[src/rtl/adc_fe_pkg.sv]
package adc_fe_pkg;

    localparam int CH_W     = 4;
    localparam int CFG_BITS = 7;
    localparam logic [CH_W-1:0] GND_CODE = 4'd8;
    localparam logic [CH_W-1:0] COM_CH   = 4'd7;

    typedef enum logic [1:0] {
        PS_ACQ   = 2'd0,
        PS_CONV  = 2'd1,
        PS_NAP   = 2'd2,
        PS_SLEEP = 2'd3
    } pwr_e;

    // First serial bit lands in the top field.
    typedef struct packed {
        logic       se;
        logic       odd;
        logic [1:0] sel;
        logic       com;
        logic       uni;
        logic       slp;
    } cfg_t;

    typedef struct packed {
        logic [CH_W-1:0] pos;
        logic [CH_W-1:0] neg;
        logic            uni;
    } route_t;

    localparam cfg_t RESET_CFG = '{se: 1'b1, odd: 1'b0, sel: 2'b00,
                                   com: 1'b0, uni: 1'b1, slp: 1'b0};

    function automatic logic cfg_ok(input cfg_t c);
        logic ok;
        ok = 1'b1;
        if (!c.se && c.com)
            ok = 1'b0;
        if (c.se && c.com && ({c.sel, c.odd} == 3'd7))
            ok = 1'b0;
        return ok;
    endfunction

    function automatic route_t route(input cfg_t c);
        route_t r;
        r.pos = {1'b0, c.sel, c.odd};
        if (!c.se)
            r.neg = {1'b0, c.sel, ~c.odd};
        else if (c.com)
            r.neg = COM_CH;
        else
            r.neg = GND_CODE;
        r.uni = c.uni;
        return r;
    endfunction

endpackage

[src/rtl/adc_fe_cfg.sv]
module adc_fe_cfg
    import adc_fe_pkg::*;
(
    input  logic clk,
    input  logic rst,
    input  logic cs_conv,
    input  logic port_open,
    input  logic sck_rise,
    input  logic sdi,
    output cfg_t pend,
    output logic word_done
);

    localparam int BW = $clog2(CFG_BITS + 1);

    logic [BW-1:0]       nbits;
    logic [CFG_BITS-1:0] shreg;
    logic [CFG_BITS-1:0] word_now;

    assign word_now = {shreg[CFG_BITS-2:0], sdi};

    always_ff @(posedge clk) begin
        if (rst) begin
            nbits     <= '0;
            shreg     <= '0;
            pend      <= RESET_CFG;
            word_done <= 1'b0;
        end else begin
            word_done <= 1'b0;
            if (cs_conv) begin
                nbits <= '0;
            end else if (port_open && sck_rise && (nbits != BW'(CFG_BITS))) begin
                nbits <= nbits + 1'b1;
                shreg <= word_now;
                if (nbits == BW'(CFG_BITS - 1)) begin
                    if (cfg_ok(cfg_t'(word_now))) begin
                        pend      <= cfg_t'(word_now);
                        word_done <= 1'b1;
                    end
                end
            end
        end
    end

endmodule

[src/rtl/adc_fe_ctrl.sv]
module adc_fe_ctrl
    import adc_fe_pkg::*;
#(
    parameter int CONV_CYCLES = 24
)(
    input  logic clk,
    input  logic rst,
    input  logic cs_conv,
    input  logic cs_rise,
    input  logic word_done,
    input  logic slp_req,
    output pwr_e state,
    output logic start,
    output logic finish
);

    localparam int CW = $clog2(CONV_CYCLES + 1);

    logic [CW-1:0] cnt;

    assign start  = cs_rise && ((state == PS_ACQ) || (state == PS_NAP));
    assign finish = (state == PS_CONV) && (cnt == '0);

    always_ff @(posedge clk) begin
        if (rst) begin
            state <= PS_ACQ;
            cnt   <= '0;
        end else begin
            case (state)
                PS_ACQ: begin
                    if (start) begin
                        state <= PS_CONV;
                        cnt   <= CW'(CONV_CYCLES - 1);
                    end else if (word_done && slp_req) begin
                        state <= PS_SLEEP;
                    end
                end
                PS_NAP: begin
                    if (start) begin
                        state <= PS_CONV;
                        cnt   <= CW'(CONV_CYCLES - 1);
                    end else if (!cs_conv) begin
                        state <= PS_ACQ;
                    end
                end
                PS_CONV: begin
                    if (finish)
                        state <= cs_conv ? PS_NAP : PS_ACQ;
                    else
                        cnt <= cnt - 1'b1;
                end
                PS_SLEEP: begin
                    if (word_done && !slp_req)
                        state <= PS_ACQ;
                end
                default: state <= PS_ACQ;
            endcase
        end
    end

endmodule

[src/rtl/adc_fe_out.sv]
module adc_fe_out #(
    parameter int RES = 16
)(
    input  logic           clk,
    input  logic           rst,
    input  logic           start,
    input  logic           finish,
    input  logic           uni,
    input  logic           shift,
    input  logic [RES-1:0] conv_value,
    output logic           out_bit
);

    localparam logic [RES-1:0] MSB_MASK = {1'b1, {(RES-1){1'b0}}};

    logic [RES-1:0] held;
    logic [RES-1:0] out_sr;

    always_ff @(posedge clk) begin
        if (rst) begin
            held   <= '0;
            out_sr <= '0;
        end else begin
            if (start)
                held <= uni ? conv_value : (conv_value ^ MSB_MASK);
            if (finish)
                out_sr <= held;
            else if (shift)
                out_sr <= {out_sr[RES-2:0], 1'b0};
        end
    end

    assign out_bit = out_sr[RES-1];

endmodule

[src/rtl/adc_fe_top.sv]
module adc_fe_top
    import adc_fe_pkg::*;
#(
    parameter int RES         = 16,
    parameter int CONV_CYCLES = 24
)(
    input  logic            clk,
    input  logic            rst,
    input  logic            cs_conv,
    input  logic            sck,
    input  logic            sdi,
    input  logic [RES-1:0]  conv_value,
    output logic            sdo,
    output logic            sdo_en,
    output logic [1:0]      pwr_state,
    output logic [CH_W-1:0] pos_ch,
    output logic [CH_W-1:0] neg_ch,
    output logic            uni_mode
);

    logic   cs_q;
    logic   sck_q;
    logic   cs_rise;
    logic   sck_rise;
    logic   sck_fall;
    logic   port_open;
    logic   word_done;
    logic   start;
    logic   finish;
    logic   out_bit;
    cfg_t   pend;
    pwr_e   state;
    route_t act;

    always_ff @(posedge clk) begin
        if (rst) begin
            cs_q  <= 1'b1;
            sck_q <= 1'b0;
            act   <= route(RESET_CFG);
        end else begin
            cs_q  <= cs_conv;
            sck_q <= sck;
            if (start)
                act <= route(pend);
        end
    end

    assign cs_rise   = cs_conv & ~cs_q;
    assign sck_rise  = sck & ~sck_q;
    assign sck_fall  = ~sck & sck_q;
    assign port_open = ~cs_conv && (state != PS_CONV);

    adc_fe_cfg u_cfg (
        .clk       (clk),
        .rst       (rst),
        .cs_conv   (cs_conv),
        .port_open (port_open),
        .sck_rise  (sck_rise),
        .sdi       (sdi),
        .pend      (pend),
        .word_done (word_done)
    );

    adc_fe_ctrl #(.CONV_CYCLES(CONV_CYCLES)) u_ctrl (
        .clk       (clk),
        .rst       (rst),
        .cs_conv   (cs_conv),
        .cs_rise   (cs_rise),
        .word_done (word_done),
        .slp_req   (pend.slp),
        .state     (state),
        .start     (start),
        .finish    (finish)
    );

    adc_fe_out #(.RES(RES)) u_out (
        .clk        (clk),
        .rst        (rst),
        .start      (start),
        .finish     (finish),
        .uni        (pend.uni),
        .shift      (port_open && sck_fall),
        .conv_value (conv_value),
        .out_bit    (out_bit)
    );

    assign sdo_en    = port_open;
    assign sdo       = port_open & out_bit;
    assign pwr_state = state;
    assign pos_ch    = act.pos;
    assign neg_ch    = act.neg;
    assign uni_mode  = act.uni;

endmodule

[config.mk]
export PLATFORM = sky130hd
export DESIGN_NAME = adc_fe_top
export DESIGN_NICKNAME = d
export VERILOG_FILES = /design/src/rtl/adc_fe_pkg.sv /design/src/rtl/adc_fe_cfg.sv /design/src/rtl/adc_fe_ctrl.sv /design/src/rtl/adc_fe_out.sv /design/src/rtl/adc_fe_top.sv
export SDC_FILE = /design/constraint.sdc
export NUM_CORES = 1
export LEC_CHECK = 0
export ABC_CLOCK_PERIOD_IN_PS = 2290
export BUFFER_PORTS_ARGS = -buffer_cell sky130_fd_sc_hd__buf_2
export CORE_MARGIN = 4
export CORE_UTILIZATION = 57
export CTS_CLUSTER_DIAMETER = 40
export DETAILED_ROUTE_END_ITERATION = 7
export GPL_TIMING_DRIVEN = 0
export PLACE_DENSITY = 0.82
export SKIP_LAST_GASP = 1
export SLEW_MARGIN = 30
export SYNTH_ARGS = -nofsm -noshare
export SYNTH_HDL_FRONTEND = slang
export SYNTH_SLANG_ARGS = --single-unit
[constraint.sdc]
create_clock -name clk -period 2.29 [get_ports clk]
set_input_delay 0.229 -clock clk [delete_from_list [all_inputs] [get_ports clk]]
set_output_delay 0.229 -clock clk [all_outputs]
set_load 0.05 [all_outputs]
==> metrics.cfg <==
[outcome]
result_of_the_run = finished clean

[clock_network]
clk_path_buf_depth = 2
tritoncts_num_sinks = 66
cts_repair_resized_insts = 0
cts_made_buffers = 9
post_cts.repair.setup_buffers = 0
clock_latency_ns = 0.34
cts_htree_levels = 3
post_cts_hold_buffer_count = 0
clock_tree.root_cell = sky130_fd_sc_hd__clkbuf_8
clk_transition_reported_paths_ns = 0.07
cts_tree = done

[placed_design]
port_buffers = 31
gp_congestion = 0.7653
instance_area_after_placement_um2 = 3133
dp.final_hpwl_mm = 4.313
place_ws_ns = 0.4320

[grt]
grt_max_degree = 12
first_global_vias = 2325
antenna_found_initial = 0
first_pass_grt_wire_length_mm = 10.94
grt-ovfl-total = 0
grt.total_usage_pct = 22.50

[logic_synthesis]
synthesis.yosys.warnings = 0
yosys.area_share.adder_pct = 1.731
synth-seq-cells = 66
mappedNetlistArea_um2 = 2892
post_synth_inst_count = 317
netlist.top_cell.by_area = sky130_fd_sc_hd__dfxtp_1
commonest_register_cell_after_synthesis = sky130_fd_sc_hd__dfxtp_1
avgSynthCellArea_um2 = 9.122
yosysSeqAreaShare_pct = 45.69
synth.distinct_cells = 43
yosys.area_share.simple_pct = 23.54
fraction_of_synthesized_cell_area_taken_by_the_top_area_cell_type_pct = 45.69
synth_enable_flop_cells = 0
syn_nets = 342
synth_compound_gate_area_share_pct = 16.23
yosys-top-cells-area = sky130_fd_sc_hd__dfxtp_1 46%, sky130_fd_sc_hd__nand2_1 7.5%, sky130_fd_sc_hd__mux2i_1 5.5%
synth_top_family_by_area = simple AND/OR/NAND/NOR gates
synth_mux_area_share_pct = 5.539
synth-async-reset-ratio_pct = 0
synth-xor-area-share_pct = 0.9087

[final_layout]
seqCellArea_um2 = 1321
layout.filler_cells = 414
finalNetCount = 384
drive_gt1_share_pct = 24.45
multi_input_comb_area_um2 = 1393
antenna_cells_inserted = 0
final_cell_area_um2 = 3329
area.growth.synth_to_final_pct = 15.14

[floorplanning]
floorplan.core_area_um2 = 4817
floorplan.initialDensity_pct = 60.03
floorplan.die.height_um = 79.23
die-width_um = 79.23
boundaryPins = 34
row_count = 25
design.die.area_um2 = 6277

[setup_path]
path_cells = inv_1 > ha_1 > or3b_1 > nor3_4 > buf_4 > a22oi_1 > a21oi_2
startpoint = u_ctrl.cnt[0]
worst_r2r_path_depth = 7
r2r-start = u_ctrl.cnt[0]
critical_path_cell_count = 7
critPathTopFamily = simple AND/OR/NAND/NOR gates
critical_path_arrival_ns = 2.19
timing.critical_path.slowest_stage_cell = sky130_fd_sc_hd__or3b_1
setup_slack_of_the_most_critical_reg_to_reg_path_ns = 0.37
timing.critical_path.fanout_max = 10
endpoint_kind = flop
start_kind = flop
cp.required_ns = 2.56
path_buf_inv = 2
critical-path-max-stage-delay_ns = 0.44
worst-setup-path-type = reg2reg
r2r-end = u_out.out_sr[6]

[drt]
routedWlPerCell_um = 14.91
post_drt_via_cell_ratio = 5.413
remaining_drc_errors = 0
detailedRoute.firstPassIterationCount = 4
detail_route.iter0.violations = 192
drt-total-wl_mm = 6.426
route.antenna.remaining_nets = 0
route.vias.total = 2333

[min_path]
min_delay_worst_endpoint = u_out.held[2]
min_path_cells = 3
timing.hold.worst.class = in2reg
hold_start = conv_value[2]

[timing]
worst_hold_slack_ns = 0.1226
layout_worst_path_cycle_share_pct = 83.78
hold_violations = 0
report.final.setup_viol = 0
period_needed_ns = 1.919
grt_setup_unrepaired = no
summed_negative_setup_slack_over_all_endpoints_ns = 0
timing.max_slew.rel_slack_pct = 57.23
max_clk_rate_mhz = 521.2
clock-skew-final_ns = 0.007697
final_max_slew_viol_count = 0
tightestPinTransition_ns = 0.6415
setup_slack_ns = 0.3714

[run]
number_of_max_cap_violations = 0

[power_and_ir_drop]
peakVddDrop_mv = 0.6083
leakage_power_figure_nw = 1.227
power_per_cell_area_nw_per_um2 = 902.9

-- how the worst max path moves through the flow --
| stage | end | slack [ns] |
|---|---|---|
| final | u_out.out_sr[6] | 0.37 |
| after global routing | u_ctrl.cnt[1] | 0.19 |
| after CTS | u_out.out_sr[6] | 0.37 |
| after detailed placement | u_out.out_sr[6] | 0.43 |
| after global placement | u_ctrl.state[1] | 0.45 |
| after floorplan | sdo | 0.12 |
-- routing by layer --
metal / up-vias / wire, um / track usage, %
met2: 72 / 2975 / 35.44
met5: - / 0 / 0
met4: 0 / 106 / 10.48
li1: 1166 / - / -
met3: 13 / 390 / 5.669
met1: 1082 / 2954 / 28.87
-- cell usage in the layout, fill, tap and decap left out, types with 2 or more instances in the layout --
cell	Yosys	routed
sky130_fd_sc_hd__clkbuf_1	9	11
sky130_fd_sc_hd__or2b_1	2	2
sky130_fd_sc_hd__nand2b_1	3	3
sky130_fd_sc_hd__nor2b_1	3	3
sky130_fd_sc_hd__o22ai_1	2	2
sky130_fd_sc_hd__a311oi_1	2	2
sky130_fd_sc_hd__a211oi_1	6	6
sky130_fd_sc_hd__buf_2	5	36
sky130_fd_sc_hd__buf_4	6	6
sky130_fd_sc_hd__clkbuf_8	0	10
sky130_fd_sc_hd__nand2_1	58	58
sky130_fd_sc_hd__and2_1	2	2
sky130_fd_sc_hd__dfxtp_1	66	66
sky130_fd_sc_hd__a21oi_2	10	10
sky130_fd_sc_hd__nor3_1	5	5
sky130_fd_sc_hd__buf_6	3	3
sky130_fd_sc_hd__a22oi_1	12	12
sky130_fd_sc_hd__xnor2_1	2	2
sky130_fd_sc_hd__nand3_2	10	10
sky130_fd_sc_hd__or3b_1	2	2
sky130_fd_sc_hd__nor2_1	25	24
sky130_fd_sc_hd__nand3_1	7	7
sky130_fd_sc_hd__inv_1	6	6
sky130_fd_sc_hd__ha_1	4	4
sky130_fd_sc_hd__a21oi_1	31	31
sky130_fd_sc_hd__mux2i_1	16	16
sky130_fd_sc_hd__a21boi_0	2	2
sky130_fd_sc_hd__o21ai_0	2	2
-- synth_stat cells (2+ instances only) --
library cell	count
sky130_fd_sc_hd__nor2b_1	3
sky130_fd_sc_hd__clkbuf_1	9
sky130_fd_sc_hd__nor3_1	5
sky130_fd_sc_hd__buf_4	6
sky130_fd_sc_hd__nor2_1	25
sky130_fd_sc_hd__a21oi_1	31
sky130_fd_sc_hd__a21oi_2	10
sky130_fd_sc_hd__a21boi_0	2
sky130_fd_sc_hd__a22oi_1	12
sky130_fd_sc_hd__or2b_1	2
sky130_fd_sc_hd__nand2b_1	3
sky130_fd_sc_hd__ha_1	4
sky130_fd_sc_hd__nand2_1	58
sky130_fd_sc_hd__and2_1	2
sky130_fd_sc_hd__o21ai_0	2
sky130_fd_sc_hd__a311oi_1	2
sky130_fd_sc_hd__nand3_1	7
sky130_fd_sc_hd__a211oi_1	6
sky130_fd_sc_hd__buf_2	5
sky130_fd_sc_hd__xnor2_1	2
sky130_fd_sc_hd__o22ai_1	2
sky130_fd_sc_hd__or3b_1	2
sky130_fd_sc_hd__inv_1	6
sky130_fd_sc_hd__nand3_2	10
sky130_fd_sc_hd__mux2i_1	16
sky130_fd_sc_hd__buf_6	3
sky130_fd_sc_hd__dfxtp_1	66
-- logic make-up (layout without fill, tap and decap cells) --
logic type,after synthesis,in the layout
muxes,16,16
buffers and inverters,30,77
adders and majority gates,4,4
xor gates and xnor gates,3,3
DFF,66,66
other,1,1
and+or+nand+nor,126,126
AOI/OAI and AO/OA,71,71
-- per-stage QoR --
stage	power (mW)	utilization, %	cells
6_report	3.006	69.12	431
2_1_floorplan	1.885	-	317
4_1_cts	3.014	69.12	431
5_1_grt	3.149	69.12	431
3_3_place_gp	2.021	65.04	415
3_5_place_dp	2.040	65.04	415
-- final cells by class --
type	count	share of cell area (%)
Buffer	24	4.735
Clock buffer	12	4.359
Clock inverter	4	1.541
Inverter	6	0.6764
Multi-Input combinational cell	221	41.83
Sequential cell	66	39.68
Tap cell	67	2.518
Timing Repair Buffer	31	4.660
-- power by group --
part | switching (mW) | leakage, nW | total [mW] | internal, mW
Clock | 0.448 | 0.0966 | 0.982 | 0.534
Combinational | 0.465 | 0.596 | 0.730 | 0.265
Sequential | 0.0665 | 0.535 | 1.29 | 1.23
-- tightest hold or removal path, stage by stage --
cell and delay [ns]:
sky130_fd_sc_hd__buf_2 0.09, sky130_fd_sc_hd__nand2_1 0.05, sky130_fd_sc_hd__a21oi_1 0.05
-- flip-flops by register name (all words and copies together), names as in the netlist, 2 cells and up --
signal        cells
pos_ch            3
u_ctrl.state      2
u_ctrl.cnt        5
u_cfg.nbits       3
u_cfg.pend        7
u_cfg.shreg       6
u_out.out_sr     16
neg_ch            4
u_out.held       16
No activity file was read; power rests on OpenSTA's default activity.
